## config.mk

```make
export PLATFORM = sky130hd
export DESIGN_NAME = usb_out_ep_rx
export DESIGN_NICKNAME = d
export VERILOG_FILES = /design/src/rtl/usb_out_pkg.sv /design/src/rtl/ep_fifo_mem.sv /design/src/rtl/ep_rx_ctrl.sv /design/src/rtl/ep_rx_status.sv /design/src/rtl/usb_out_ep_rx.sv
export SDC_FILE = /design/constraint.sdc
export NUM_CORES = 1
export LEC_CHECK = 0
export ABC_CLOCK_PERIOD_IN_PS = 3100
export BUFFER_PORTS_ARGS = -buffer_cell sky130_fd_sc_hd__buf_2
export CAP_MARGIN = 20
export CORE_ASPECT_RATIO = 0.9
export CORE_UTILIZATION = 48
export CTS_CLUSTER_SIZE = 28
export DETAILED_ROUTE_END_ITERATION = 16
export GPL_ROUTABILITY_DRIVEN = 0
export PLACE_DENSITY = 0.74
export REMOVE_ABC_BUFFERS = 1
export SLEW_MARGIN = 25
export SYNTH_ARGS = -nofsm -noshare
export SYNTH_HDL_FRONTEND = slang
export SYNTH_SLANG_ARGS = --single-unit
```

## constraint.sdc

```tcl
create_clock -name clk -period 3.1 [get_ports clk]
set_input_delay 0.775 -clock clk [delete_from_list [all_inputs] [get_ports clk]]
set_output_delay 0.775 -clock clk [all_outputs]
set_load 0.005 [all_outputs]
```

## src/rtl/usb_out_pkg.sv

```systemverilog
package usb_out_pkg;
   typedef enum logic [1:0] {RX_IDLE, RX_RECV, RX_DROP} rx_state_e;

   localparam int ST_ACK   = 0;
   localparam int ST_SHORT = 1;
   localparam int ST_ERR   = 2;
   localparam int ST_NAK   = 3;
   localparam int ST_N     = 4;

   typedef struct packed {
      logic done_ok;
      logic short_pkt;
      logic bad_pkt;
      logic refused;
      logic auto_fnak;
   } rx_outcome_t;
endpackage

```

## src/rtl/ep_fifo_mem.sv

```systemverilog
module ep_fifo_mem #(
   parameter int DEPTH = 64,
   parameter int PTR_W = $clog2(DEPTH) + 1
) (
   input  logic             clk,
   input  logic             rst_n,
   input  logic             wr_en,
   input  logic [7:0]       wr_data,
   input  logic             commit,
   input  logic             rollback,
   input  logic             rd_en,
   output logic [7:0]       rd_data,
   output logic             rd_empty,
   output logic [PTR_W-1:0] free_cnt
);
   localparam int AW = PTR_W - 1;

   logic [7:0]       mem [DEPTH];
   logic [PTR_W-1:0] spec_ptr, com_ptr, rd_ptr;

   assign rd_empty = (com_ptr == rd_ptr);
   assign rd_data  = mem[rd_ptr[AW-1:0]];
   assign free_cnt = PTR_W'(DEPTH) - (com_ptr - rd_ptr);

   always_ff @(posedge clk) begin
      if (wr_en) mem[spec_ptr[AW-1:0]] <= wr_data;
   end

   always_ff @(posedge clk) begin
      if (!rst_n) begin
         spec_ptr <= '0;
         com_ptr  <= '0;
         rd_ptr   <= '0;
      end else begin
         if (rollback)   spec_ptr <= com_ptr;
         else if (wr_en) spec_ptr <= spec_ptr + 1'b1;
         if (commit)     com_ptr  <= spec_ptr;
         if (rd_en && !rd_empty) rd_ptr <= rd_ptr + 1'b1;
      end
   end
endmodule

```

## src/rtl/ep_rx_ctrl.sv

```systemverilog
module ep_rx_ctrl
   import usb_out_pkg::*;
#(
   parameter int MPS_W = 7,
   parameter int PTR_W = 7
) (
   input  logic             clk,
   input  logic             rst_n,
   input  logic             cfg_iso,
   input  logic [MPS_W-1:0] cfg_max_pkt,
   input  logic             cfg_no_auto_nak,
   input  logic             force_nak,
   input  logic [PTR_W-1:0] free_cnt,
   input  logic             tok_start,
   input  logic             rx_valid,
   input  logic             rx_eop,
   input  logic             rx_err,
   output logic             wr_en,
   output logic             commit,
   output logic             rollback,
   output rx_outcome_t      outcome,
   output logic             hs_ack,
   output logic             hs_nak
);
   localparam int CW = (PTR_W > MPS_W) ? PTR_W : MPS_W;

   rx_state_e        state;
   logic [MPS_W-1:0] cnt;
   logic             err_q, ovf_q;
   logic             room_ok, below_max, eop_recv, bad;

   assign room_ok   = CW'(free_cnt) >= CW'(cfg_max_pkt);
   assign below_max = cnt < cfg_max_pkt;
   assign wr_en     = (state == RX_RECV) && rx_valid && below_max;
   assign eop_recv  = (state == RX_RECV) && rx_eop;
   assign bad       = err_q || ovf_q || rx_err;
   assign commit    = eop_recv && !bad;
   assign rollback  = eop_recv && bad;

   always_comb begin
      outcome           = '0;
      outcome.done_ok   = commit;
      outcome.short_pkt = commit && below_max;
      outcome.auto_fnak = commit && below_max && !cfg_no_auto_nak;
      outcome.bad_pkt   = rollback;
      outcome.refused   = (state == RX_DROP) && rx_eop;
   end

   always_ff @(posedge clk) begin
      if (!rst_n) begin
         state  <= RX_IDLE;
         cnt    <= '0;
         err_q  <= 1'b0;
         ovf_q  <= 1'b0;
         hs_ack <= 1'b0;
         hs_nak <= 1'b0;
      end else begin
         hs_ack <= commit && !cfg_iso;
         hs_nak <= outcome.refused && !cfg_iso;
         unique case (state)
            RX_IDLE: if (tok_start) begin
               cnt   <= '0;
               err_q <= 1'b0;
               ovf_q <= 1'b0;
               state <= (!force_nak && room_ok) ? RX_RECV : RX_DROP;
            end
            RX_RECV: begin
               if (wr_en)                  cnt   <= cnt + 1'b1;
               if (rx_valid && !below_max) ovf_q <= 1'b1;
               if (rx_err)                 err_q <= 1'b1;
               if (rx_eop)                 state <= RX_IDLE;
            end
            RX_DROP: if (rx_eop) state <= RX_IDLE;
            default: state <= RX_IDLE;
         endcase
      end
   end
endmodule

```

## src/rtl/ep_rx_status.sv

```systemverilog
module ep_rx_status #(
   parameter int N       = 4,
   parameter bit IRQ_REG = 1'b0
) (
   input  logic         clk,
   input  logic         rst_n,
   input  logic [N-1:0] set,
   input  logic [N-1:0] clr,
   input  logic [N-1:0] en,
   input  logic         fnak_set,
   input  logic         fnak_clr,
   output logic [N-1:0] stat,
   output logic         force_nak,
   output logic         irq
);
   for (genvar i = 0; i < N; i++) begin : g_bit
      always_ff @(posedge clk) begin
         if (!rst_n) stat[i] <= 1'b0;
         else        stat[i] <= set[i] | (stat[i] & ~clr[i]);
      end
   end

   always_ff @(posedge clk) begin
      if (!rst_n) force_nak <= 1'b0;
      else        force_nak <= fnak_set | (force_nak & ~fnak_clr);
   end

   if (IRQ_REG) begin : g_irq_reg
      always_ff @(posedge clk) begin
         if (!rst_n) irq <= 1'b0;
         else        irq <= |(stat & en);
      end
   end else begin : g_irq_comb
      assign irq = |(stat & en);
   end
endmodule

```

## src/rtl/usb_out_ep_rx.sv

```systemverilog
module usb_out_ep_rx
   import usb_out_pkg::*;
#(
   parameter int DEPTH   = 64,
   parameter int MAX_PKT = 64,
   parameter bit IRQ_REG = 1'b0,
   localparam int PTR_W  = $clog2(DEPTH) + 1,
   localparam int MPS_W  = $clog2(MAX_PKT + 1)
) (
   input  logic             clk,
   input  logic             rst_n,
   input  logic             cfg_iso,
   input  logic [MPS_W-1:0] cfg_max_pkt,
   input  logic             cfg_no_auto_nak,
   input  logic             tok_start,
   input  logic             rx_valid,
   input  logic [7:0]       rx_data,
   input  logic             rx_eop,
   input  logic             rx_err,
   input  logic             rd_en,
   output logic [7:0]       rd_data,
   output logic             rd_empty,
   output logic             hs_ack,
   output logic             hs_nak,
   output logic [ST_N-1:0]  stat,
   input  logic [ST_N-1:0]  stat_clr,
   input  logic [ST_N-1:0]  int_en,
   output logic             irq,
   output logic             force_nak,
   input  logic             fnak_clr
);
   if (DEPTH < MAX_PKT) begin : g_bad_depth
      $error("DEPTH must hold at least MAX_PKT bytes");
   end
   if ((DEPTH & (DEPTH - 1)) != 0) begin : g_bad_pow2
      $error("DEPTH must be a power of two");
   end

   logic             wr_en, commit, rollback;
   logic [PTR_W-1:0] free_cnt;
   rx_outcome_t      outcome;
   logic [ST_N-1:0]  st_set;

   always_comb begin
      st_set           = '0;
      st_set[ST_ACK]   = outcome.done_ok;
      st_set[ST_SHORT] = outcome.short_pkt;
      st_set[ST_ERR]   = outcome.bad_pkt;
      st_set[ST_NAK]   = outcome.refused;
   end

   ep_fifo_mem #(.DEPTH(DEPTH), .PTR_W(PTR_W)) u_fifo (
      .clk(clk), .rst_n(rst_n), .wr_en(wr_en), .wr_data(rx_data),
      .commit(commit), .rollback(rollback), .rd_en(rd_en),
      .rd_data(rd_data), .rd_empty(rd_empty), .free_cnt(free_cnt)
   );

   ep_rx_ctrl #(.MPS_W(MPS_W), .PTR_W(PTR_W)) u_ctrl (
      .clk(clk), .rst_n(rst_n), .cfg_iso(cfg_iso), .cfg_max_pkt(cfg_max_pkt),
      .cfg_no_auto_nak(cfg_no_auto_nak), .force_nak(force_nak),
      .free_cnt(free_cnt), .tok_start(tok_start), .rx_valid(rx_valid),
      .rx_eop(rx_eop), .rx_err(rx_err), .wr_en(wr_en), .commit(commit),
      .rollback(rollback), .outcome(outcome), .hs_ack(hs_ack), .hs_nak(hs_nak)
   );

   ep_rx_status #(.N(ST_N), .IRQ_REG(IRQ_REG)) u_stat (
      .clk(clk), .rst_n(rst_n), .set(st_set), .clr(stat_clr), .en(int_en),
      .fnak_set(outcome.auto_fnak), .fnak_clr(fnak_clr),
      .stat(stat), .force_nak(force_nak), .irq(irq)
   );
endmodule

```

==> run metrics <==
fin crit share=1.19; total power=15.3 mW; slew margin rel.=0.510; Post-synth EDFFs=512; Longest Clk Path Bufs=3; Layout area overhead=20.4%; first-pass GRT wire length=78100 µm; sequential area share after synthesis=0.725; Clock power frac=0.423; H-tree depth=2; Post-Syn Area=22500 µm²; DRT met1 WL=21500 µm; number of core rows=74; n_diodes=0; Post-Synthesis Cells=1190; Switching Share=0.201; Startpoint Class=register; post-synthesis register bit count=557; DIE WIDTH=230 µm; Final Core Density=0.591; Worst Hold Class=in -> reg; Psw=3.06 mW; fmax=0.272 GHz; Die ar.=47600 µm²; setup violators final=8; Multi-input gate area=6130 µm²; worst reg2reg startpoint=u_fifo.com_ptr[2]$_SDFFE_PN0P_; hpwl dp=33400 µm; Final Hold Vio Count=0; status=finished with violations; metal3 WL=4300 µm; Worst-path clk slew=60 ps; highest metal used=met4; Register Area=16300 µm²; Synth Warn #=0; First-pass DRT Iterations=5; R2R depth=14; CP arrival=2900 ps; hold_buf cts=0; GRT Resource Usage Total=0.221; crit path cell chain=buf_4 > buf_12 > buf_8 > mux4_2 > a221oi_4 > o22ai_2 > a211o_1 > buf_2; GRT overflow=0; layout cells sized above 1=0.342; WL/cell=25.4 µm; R2R Setup Slk=140 ps; Flop pwr share=0.540; Comb power frac=0.036; Slowest-stage cell, CP=mux4_2; LEAKAGE=8.91 nW; post-synth top area share=0.685; Core Region=45700 µm²; CTS Buf Count=52; asr flop ratio synth=0; worst path bufs/invs=4; DR WL met2=25400 µm; min setup slack post-route=-576 ps; Initial Util=0.491; clk_skew=16.3 ps; vias per inst=5.92; top cells by area, synth=edfxtp_1, mux4_2, dfxtp_1, ha_1, nor2_1; Slew Limit Fails=0; min cycle time layout=3680 ps; Final Non-Filler Cells=2072; post-synth top area cell=edfxtp_1; CP required=2320 ps; Nets=1485; placed cells=1949; failing checks=setup timing; port buffer count=49; RSZ-0062 raised after global routing=true; syn avg cell area=18.9 µm²; ys flop type=edfxtp_1; largest net degree at the start of global routing=65; kind of critical path=reg -> out; CTS sink cnt=557; CP peak stage delay=570 ps; Worst setup endpoint=rd_data[3]; ANT nets after route=0; PD cells=564 nW/µm²; clock root cell=clkbuf_16; Int Power=12.2 mW; Max Cap Viol=0; CTS tree=built; worst r2r dst=u_ctrl.state[0]$_SDFFE_PN0P_; CP delay by family, top=compound AO/OA/AOI/OAI gates; Netlist cell types=59; Fillers=3258; Min-Delay Startpoint=cfg_iso; height of the die=207 µm; worst slew pin tran=735 ps; Worst path depth=8; 1st-iter DRT viols=1504; Worst Setup End Kind=primary output; Vias=12300; VDD IR max=0.370 mV; Remaining DRCs=0; clk_lat worst skew=570 ps; CP max FO=12; initial antenna violation count=0; io pins=50; vias in the first global route=12500; WL final=52600 µm
-- cells in the final DEF (no fill, tap or decap), drive strengths merged, types with 5 or more instances in the layout --
master,instances
bufinv,7
nor3,17
xnor2,10
mux2,6
mux4,134
edfxtp,512
mux2i,29
a21oi,23
nand2b,18
dfxtp,45
ha,30
clkbuf,69
a22oi,12
nor2,92
nor2b,10
xor2,7
inv,28
and2,6
a221oi,7
o22ai,14
a21o,5
a211oi,6
a22o,6
clkinv,18
nand2,30
o21ai,17
buf,233
nand3,13
-- per-layer routing --
metal	GRT usage	vias up
met3	0.0461	84
met5	0	-
met2	0.348	557
met1	0.310	6319
li1	-	5297
met4	0.0667	0
-- metrics by stage --
step	worst slack (ps)	hold slack, ps	setup TNS [ps]	cell area [µm²]
2_1_floorplan	-4530	460	-36130	22100
3_3_place_gp	-282	473	-7580	24600
3_5_place_dp	-283	481	-9880	24600
4_1_cts	-593	355	-4550	26900
5_1_grt	-670	361	-4970	27000
6_report	-576	386	-4270	27000
-- state kept, by name, summed over array words and instances (netlist names), 2 cells and up, named ones only --
signal,cells
u_ctrl.cnt,7
u_fifo.com_ptr,7
u_fifo.rd_ptr,7
u_fifo.spec_ptr,7
u_fifo.mem,512
u_ctrl.state,2
u_stat.stat,4
-- cells in the mapped netlist (4+ instances only) --
cell type,number
nor4_1,4
nand3_1,13
o22ai_1,14
and2_1,6
dfxtp_1,45
a211o_1,4
xor2_1,7
buf_4,5
a22oi_1,12
mux2_2,6
mux2i_1,29
a221oi_1,7
buf_2,14
xnor2_1,10
buf_6,6
nand2b_1,18
nand2_1,30
nor2b_1,10
a22o_1,6
buf_1,4
or3_1,4
nor2_1,91
edfxtp_1,512
nor3_1,17
mux4_2,126
a211oi_1,6
inv_1,25
mux4_1,8
a21o_1,5
clkbuf_1,28
a31oi_1,4
a21oi_1,23
o21ai_0,15
nand4_1,4
or2_2,4
ha_1,30
-- layout make-up --
| cell class | count | share of cell area |
|---|---|---|
| inverter | 26 | 0.00361 |
| clock buffer | 68 | 0.0515 |
| multi-input combinational | 549 | 0.227 |
| timing repair buffer | 235 | 0.0757 |
| sequential | 557 | 0.603 |
| clock inverter | 29 | 0.0120 |
| tap | 608 | 0.0281 |
-- logic make-up (layout without fill, tap and decap cells) --
group	count (synthesis)	in the layout	share of synthesized area
DFF	557	557	0.725
xor gates and xnor gates	17	17	0.00663
adders and majority gates	31	31	0.0176
muxes	169	169	0.152
and+or+nand+nor	216	216	0.0458
AOI/OAI and AO/OA	116	116	0.0351
buffers and inverters	84	358	0.0184
-- worst min path at each step --
stage / end / slack (ps) / depth (start not counted)
6_report: u_ctrl.hs_ack$_SDFF_PN0_ / 390 / 2
5_1_grt: u_ctrl.hs_ack$_SDFF_PN0_ / 360 / 2
4_1_cts: u_ctrl.hs_ack$_SDFF_PN0_ / 360 / 2
3_5_place_dp: u_stat.stat[1]$_SDFF_PN0_ / 480 / 2
3_3_place_gp: u_stat.stat[1]$_SDFF_PN0_ / 470 / 2
2_1_floorplan: u_ctrl.cnt[4]$_SDFFE_PN0P_ / 460 / 1
-- what timing repair did --
| action | 4_1_cts | 5_1_grt |
|---|---|---|
| pin swaps | 14 | 21 |
| gates cloned | 2 | 1 |
| endpoints found under the setup margin | 9 | 10 |
| setup buffers | 26 | 3 |
| resized for setup | 61 | 26 |
-- power by group through the flow --
stage,combinational (mW),clock (mW),sequential (mW)
after floorplan,0.225,0,8.42
after global routing,0.593,6.82,8.24
after global placement,0.491,0,8.40
after detailed placement,0.506,0,8.40
final,0.551,6.46,8.24
after CTS,0.547,6.54,8.24
(Power assumes the default switching activity.)
